[config.mk]
export PLATFORM = sky130hd
export DESIGN_NAME = aud_tx_fifo
export DESIGN_NICKNAME = d
export VERILOG_FILES = /design/src/rtl/aud_tx_fifo.sv
export SDC_FILE = /design/constraint.sdc
export NUM_CORES = 1
export LEC_CHECK = 0
export ABC_AREA = 1
export CAP_MARGIN = 10
export CORE_MARGIN = 2
export CORE_UTILIZATION = 27
export CTS_BUF_LIST = sky130_fd_sc_hd__clkbuf_8
export DETAILED_ROUTE_END_ITERATION = 10
export PLACE_DENSITY = 0.45
export SYNTH_ARGS = -nofsm -noshare
export SYNTH_HDL_FRONTEND = slang
export SYNTH_SLANG_ARGS = --single-unit
[constraint.sdc]
create_clock -name clk -period 4.78 [get_ports clk]
set_clock_uncertainty 0.15 [all_clocks]
set_input_delay 0.478 -clock clk [delete_from_list [all_inputs] [get_ports clk]]
set_output_delay 0.478 -clock clk [all_outputs]
set_load 0.01 [all_outputs]
[src/rtl/aud_tx_fifo.sv]
module aud_tx_fifo #(
  parameter int DEPTH = 8,
  parameter int DW    = 32,
  parameter int SW    = 20
) (
  input  logic          clk,
  input  logic          rst_n,
  input  logic          wr_en,
  input  logic [2:0]    wr_addr,
  input  logic [DW-1:0] wr_data,
  output logic          smp_valid,
  input  logic          smp_ready,
  output logic [SW-1:0] smp_left,
  output logic [SW-1:0] smp_right,
  output logic          st_empty,
  output logic          st_half,
  output logic          st_full,
  output logic          st_under,
  output logic [2:0]    int_stat,
  output logic          irq
);
  localparam int AW   = $clog2(DEPTH);
  localparam int LW   = AW + 1;
  localparam int HALF = DEPTH / 2;

  logic [SW-1:0] mem [DEPTH];
  logic [AW-1:0] wp, rp;
  logic [LW-1:0] level, lvl_push, lvl_fin;
  logic          txen, sl3, sl4, packed_m, burst;
  logic [1:0]    wsel;
  logic [2:0]    ie;
  logic          e_n, h_n, f_n, u_n;

  wire wr_ctl   = wr_en && wr_addr == 3'd0;
  wire wr_dat   = wr_en && wr_addr == 3'd1;
  wire wr_ie    = wr_en && wr_addr == 3'd2;
  wire wr_clr   = wr_en && wr_addr == 3'd3;
  wire soft_rst = wr_en && wr_addr == 3'd4 && !wr_data[0];

  wire acc_one = wr_dat && !packed_m && (int'(level) < DEPTH);
  wire acc_two = wr_dat &&  packed_m && (int'(level) + 2 < DEPTH);
  wire pop     = smp_valid && smp_ready;

  function automatic logic [SW-1:0] pad_word(input logic [DW-1:0] w, input logic [1:0] s);
    logic [DW+7:0] x;
    case (s)
      2'd0:    x = {8'b0, w} << 4;
      2'd1:    x = {8'b0, w} << 2;
      2'd2:    x = {8'b0, w};
      default: x = {8'b0, w} << 8;
    endcase
    return x[SW-1:0];
  endfunction

  function automatic logic [SW-1:0] pad_half(input logic [15:0] h, input logic [1:0] s);
    logic [23:0] x;
    x = (s == 2'd3) ? {h, 8'b0} : {4'b0, h, 4'b0};
    return x[SW-1:0];
  endfunction

  assign lvl_push  = level + (acc_one ? LW'(1) : acc_two ? LW'(2) : LW'(0));
  assign lvl_fin   = lvl_push - (pop ? LW'(2) : LW'(0));
  assign smp_valid = txen && (sl3 || sl4) &&
                     (burst ? (int'(level) >= 2) : (int'(level) >= HALF));
  assign smp_left  = mem[rp];
  assign smp_right = mem[rp + AW'(1)];
  assign int_stat  = {st_empty && !smp_valid, st_half, st_under};
  assign irq       = |(int_stat & ie);

  always_ff @(posedge clk) begin
    if (acc_one) mem[wp] <= pad_word(wr_data, wsel);
    if (acc_two) begin
      mem[wp]          <= pad_half(wr_data[15:0], wsel);
      mem[wp + AW'(1)] <= pad_half(wr_data[31:16], wsel);
    end
  end

  always_comb begin
    e_n = st_empty; h_n = st_half; f_n = st_full; u_n = st_under;
    if (wr_dat) begin
      if (lvl_push != '0) begin e_n = 1'b0; u_n = 1'b0; end
      if (int'(lvl_push) >= HALF)  h_n = 1'b0;
      if (int'(lvl_push) >= DEPTH) f_n = 1'b1;
    end
    if (pop) begin
      f_n = 1'b0;
      if (int'(lvl_fin) <= HALF) h_n = 1'b1;
      if (lvl_fin == '0) begin e_n = 1'b1; u_n = 1'b1; end
    end
    if (wr_clr && wr_data[0]) u_n = 1'b0;
  end

  always_ff @(posedge clk or negedge rst_n) begin
    if (!rst_n) begin
      wp <= '0; rp <= '0; level <= '0; burst <= 1'b0;
      txen <= 1'b0; sl3 <= 1'b0; sl4 <= 1'b0; packed_m <= 1'b0; wsel <= 2'd0; ie <= 3'd0;
      st_empty <= 1'b1; st_half <= 1'b1; st_full <= 1'b0; st_under <= 1'b0;
    end else if (soft_rst) begin
      wp <= '0; rp <= '0; level <= '0; burst <= 1'b0;
      txen <= 1'b0; sl3 <= 1'b0; sl4 <= 1'b0; packed_m <= 1'b0; wsel <= 2'd0; ie <= 3'd0;
      st_empty <= 1'b1; st_half <= 1'b1; st_full <= 1'b0; st_under <= 1'b0;
    end else begin
      if (wr_ctl) begin
        txen     <= wr_data[0];
        sl3      <= wr_data[1];
        sl4      <= wr_data[2];
        wsel     <= wr_data[4:3];
        packed_m <= wr_data[5] && !(wr_data[4:3] == 2'd1 || wr_data[4:3] == 2'd2);
      end
      if (wr_ie) ie <= wr_data[2:0];
      if (acc_one) wp <= wp + AW'(1);
      if (acc_two) wp <= wp + AW'(2);
      if (pop)     rp <= rp + AW'(2);
      level    <= lvl_fin;
      burst    <= pop;
      st_empty <= e_n; st_half <= h_n; st_full <= f_n; st_under <= u_n;
    end
  end


  lvl_bound_chk: assert property (@(posedge clk) disable iff (!rst_n) int'(level) <= DEPTH);

  full_lvl_chk: assert property (@(posedge clk) disable iff (!rst_n) st_full == (int'(level) == DEPTH));

  empty_lvl_chk: assert property (@(posedge clk) disable iff (!rst_n) st_empty == (level == '0));

  valid_lvl_chk: assert property (@(posedge clk) disable iff (!rst_n) smp_valid |-> int'(level) >= 2);

  pop_lvl_chk: assert property (@(posedge clk) disable iff (!rst_n)
    (smp_valid && smp_ready && !wr_dat && !soft_rst) |=> level == $past(level) - LW'(2));

  under_clr_chk: assert property (@(posedge clk) disable iff (!rst_n)
    (wr_clr && wr_data[0]) |=> !st_under);
endmodule

==> Yosys cells after proc, flatten, opt, wreduce, memory -nomap -nowiden <==
Memory sizes are Yosys's and may differ from the RTL's.
Index checks and enable logic that the tools add are counted.
{ "word_totals": {"regBits": 24, "latchBits": 0, "ram_bits": 160, "romBits": 0, "in_bits": 39, "output_inout_bits": 49, "word_cells": 126, "mem_count": 1} }
{ "mem_list": {"columns": ["memory", "words", "width", "read_ports", "rd_clocked_by_memory_dff", "wr", "line_no", "source"], "rows": [
  ["mem", 8, 20, 2, 0, 2, "26", "logic [SW-1:0] mem [DEPTH];"]
]} }
{ "classes": {"add_sub_neg": 7, "multipliers": 0, "n_div": 0, "magnitude_cmp": 7, "n_eq_ne": 9, "shift": 0, "mux": 52, "n_bitwise": 2, "reduce_logical": 34} }
{ "op_table": {"columns": ["operator", "n"], "rows": [
  ["20-bit two-way mux", 4],
  ["20-bit one-hot mux with 3 select lines", 1],
  ["1-bit two-way mux", 34],
  ["3-bit two-way mux", 7],
  ["1-bit logical AND", 16],
  ["2-bit two-way mux", 5],
  ["3-bit nonzero test", 3],
  ["4-bit by 3-bit >= comparator with 1-bit output, second input constant", 2],
  ["3-bit by 1-bit adder with 3-bit output, second input constant", 2],
  ["3-bit by 2-bit adder with 3-bit output, second input constant", 2],
  ["2-bit equality test, second input constant", 3],
  ["3-bit by 2-bit equality test with 1-bit output, second input constant", 2],
  ["2-bit nonzero test", 3],
  ["4-bit by 2-bit adder with 5-bit output, second input constant", 1],
  ["5-bit by 4-bit < comparator with 1-bit output, second input constant", 1],
  ["4-bit by 2-bit adder with 4-bit output", 1],
  ["2-bit by 1-bit equality test with 1-bit output, second input constant", 2],
  ["4-bit by 2-bit >= comparator with 1-bit output, second input constant", 1],
  ["4-bit >= comparator, second input constant", 1],
  ["4-bit by 3-bit <= comparator with 1-bit output, second input constant", 1],
  ["1-bit zero test", 4],
  ["4-bit zero test", 1],
  ["4-bit < comparator, second input constant", 1],
  ["4-bit two-way mux", 1],
  ["11 further kinds", 12]
]} }

==> Longest topological paths before layout <==
{ "logic_depth": {"depth_word": 14, "ltp_mapped": 14, "ltp_nobuf": 14} }

==> Least setup slack after synthesis <==
Ideal clock, no wire load.
{ "synth_timing": {"path_kind": "input to register", "start": "input wr_addr[1]", "end": "memory mem[6][10] (enable)", "setup_time_ps": 411, "arrival_time_ps": 2432, "required_time_ps": 4219, "slack_ps": 1786, "path_stages": 7, "n_path_buf": 2, "path_cell_list": "inv_1 > nand2_1 > nor2_4 > o211ai_4 > buf_6 > clkbuf_1 > o21ai_0"} }
{ "synth_lines": {"columns": ["element", "line_no", "source"], "rows": [
  ["start, declared", "9", "input logic [2:0] wr_addr,"],
  ["end, declared", "26", null]
]} }

==> Worst setup path after layout <==
{ "layout_timing": {"start": "register rp[2]", "end": "output smp_right[8]"} }
{ "layout_via": {"elab_chain_len": 2} }
{ "layout_rtl": {"columns": ["element", "line_no", "source"], "rows": [
  ["start, declared", "27", "logic [AW-1:0] wp, rp;"],
  ["start signal, assigned", "113", "if (pop) rp <= rp + AW'(2);"],
  ["3-bit by 1-bit adder with 3-bit output", "66", "assign smp_right = mem[rp + AW'(1)];"],
  ["memory 8 x 20 bit", null, null],
  ["end, declared", "14", "output logic [SW-1:0] smp_right,"]
]} }
No other way between the ends.

==> impl_results.md <==
- Finished Layout Cells: 1,753
- Cell Pwr Density: 480 mW/mm^2
- Yosys reg bits: 183
- Die Span Y: 197 um
- Worst-Margin Slew: 1030 ps
- TritonCTS clock tree: done
- Worst-path fanout max: 25
- Antenna fix cells: 0
- Async S/R FF share, synth: 12.6%
- Post_cts resized: 0
- Synth-to-layout area growth: 16.8%
- Hold Crit Class: in -> async
- DRC violations left: 0
- H-tree levels: 4
- Drt initial violations: 734
- Synthesized area per cell: 8.18 sq um
- Startpoint types: register
- Leak pwr: 4.31 nW
- Status: completed
- Row cnt: 70
- Distinct cells, synth: 42
- Core ar.: 0.0365 sq mm
- Fin crit share: 74.2%
- Initial antenna violation count: 0
- Total wire length: 34,100 um
- Critical path class: reg -> out
- MaxCap Viol Count: 0
- CP Data Required Time: 4150 ps
- Post-synthesis sequential area ratio: 50.6%
- Initial Utilization: 27.4%
- CTS root buffer: clkbuf_8
- Synth Area in Adders: 1.33%
- Slew Limit Fails: 0
- # fillers: 3,871
- Clock period minus worst slack: 3550 ps
- DP HPWL: 23,800 um
- Most frequent cells in the layout: nand2_1 (266), o21ai_0 (199), nand3_1 (137)
- Longest Clk Path Bufs: 2
- Commonest non-fill, non-tap cell in the layout: nand2_1
- Crit-path cells: clkinv_1 > buf_4 > o21ai_0 > o22ai_1 > clkdlybuf4s50_1
- Syn Inst Count: 1,224
- Sink Count: 183
- Synth Area in Compound Gates: 15.7%
- Grt met1 use: 25.9%
- Max Clk Rate: 282 MHz
- Share of cells above drive strength 1: 7.00%
- GRT Util Overall: 17.9%
- Synth Area in XOR/XNOR: 0.175%
- CTS Buf Count: 17
- Layout Utilization: 32.0%
- Final hold violation count: 0
- Wirelength per Cell: 19.4 um
- Die Wd: 197 um
- Post-CTS Setup Bufs: 0
- Met3 Use GR: 2.87%
- Final-stage net count: 1,321
- CP max-delay cell: clkinv_1
- Post-Syn Nets: 1,273
- # hold bufs at CTS: 0
- Main combinational cell family by area after synthesis: simple AND/OR/NAND/NOR gates
- M2 GR Usage: 28.0%
- Vias in the first global route: 8,750
- Largest net degree at the start of global routing: 81
- Final setup fails: 0
- Most Used Layer, Global Route: met2
- Skew-Pair Late Insertion Delay: 470 ps
- Most used DFF post-synth: edfxtp_1
- Buf/Inv on CP: 3
- Die area: 0.0386 sq mm
- Gr ovfl total: 0
- Slowest stage delay, CP: 710 ps
- Synth warn: 0
- DR vias/cell: 5.15
- Post-route setup TNS: 0 ps
- Worst-path clk slew: 110 ps
- Synth Area in Simple Gates: 25.8%
- DR pass1 iterations: 7
- Dpl cells: 1,720
- DRT antenna net count: 0
- Ports: 88
- Vias: 9,022
- CP arrival: 2920 ps
- Slew HR: 30.9%
- PortBufs: 87
- CP endpoint kind: output pin
- Critical path's top delay family: buffers and inverters
- Multiplexer share of the synthesized area: 0.500%
- EDFF count, synth: 128
- Post-synthesis instance area: 0.0100 sq mm
- IR drop worst, VDD: 0.282 mV
- RSZ-0062 raised after global routing: false
- Final GP Congestion: 0.822
- First-pass GRT wire length: 52,800 um
-- synthesized netlist by cell type (all sizes together) (2+ instances only) --
master / count / area share, %
a21oi: 13 / 0.65
nand2: 271 / 10
edfxtp: 128 / 38
o22ai: 42 / 2.6
buf: 37 / 2.0
nand4: 17 / 1.1
dfxtp: 32 / 6.4
o211ai: 7 / 0.81
or2: 15 / 0.94
inv: 67 / 2.5
clkbuf: 37 / 1.4
nand3: 138 / 7.0
nor3: 13 / 0.76
ha: 9 / 1.1
nor2: 135 / 5.7
mux2i: 5 / 0.50
o21ai: 229 / 11
dfrtp: 21 / 5.2
dfstp: 2 / 0.52
-- where the power goes --
part	internal (mW)	total (mW)	switching [mW]
registers	1.84	1.97	0.131
clock network	0.446	1.13	0.682
logic	0.927	2.51	1.58
total	3.22	5.61	2.40
-- kinds of logic (layout without fill, tap and decap cells) --
kind of cell,Yosys count,in the layout
and+or+nand+nor,590,590
AOI/OAI and AO/OA,293,293
DFF,183,183
buffers and inverters,141,202
adders and majority gates,10,10
muxes,5,5
xor gates and xnor gates,2,2
-- final timing paths --
path	from	end	slack [ps]	cells after the start
worst min-delay path	rst_n	burst$_DFF_PN0_	210	1
worst max register to register	wp[0]$_DFFE_PN0P_	mem[1][16]$_DFFE_PP_	1750	6
max in group asynchronous	rst_n	st_empty$_DFF_PN1_	3720	2
worst min register to register	mem[7][1]$_SDFFE_PP0P_	mem[7][1]$_SDFFE_PP0P_	300	2
min in group clk	mem[7][1]$_SDFFE_PP0P_	mem[7][1]$_SDFFE_PP0P_	300	2
worst max-delay path	rp[2]$_DFFE_PN0N_	smp_right[8]	1230	5
-- layout make-up --
type,instances,area (sq um),area share [%]
sequential,183,5060,43.3
multi-input combinational,900,4350,37.2
timing repair buffer,103,1020,8.75
tap,468,586,5.01
inverter,67,251,2.15
clock buffer,17,234,2.00
clock inverter,15,183,1.56
-- routing by layer --
metal  vias up  share of wire (%)
li1       4328                  -
met1      4363                 48
met2       302                 45
met3        29                5.7
met4         0                1.3
met5         -                  0
-- stage by stage --
stage	worst slack [ps]	hold WS, ps	power [mW]	cell area [sq um]
final	1230	210	5.61	11700
after global routing	1060	204	5.97	11700
after CTS	1200	306	5.65	11700
after detailed placement	1360	285	4.54	11200
after global placement	1410	281	4.53	11200
after floorplan	1790	32.4	3.32	10000
-- registers in the layout, summed over array words and instances, names as in the netlist --
signal / cells
mem: 160
level: 4
ie: 3
wp: 3
rp: 2
wsel: 2
burst: 1
packed_m: 1
sl3: 1
sl4: 1
st_empty: 1
st_full: 1
st_half: 1
st_under: 1
txen: 1
Note: power is estimated with default switching activity, not from simulation.
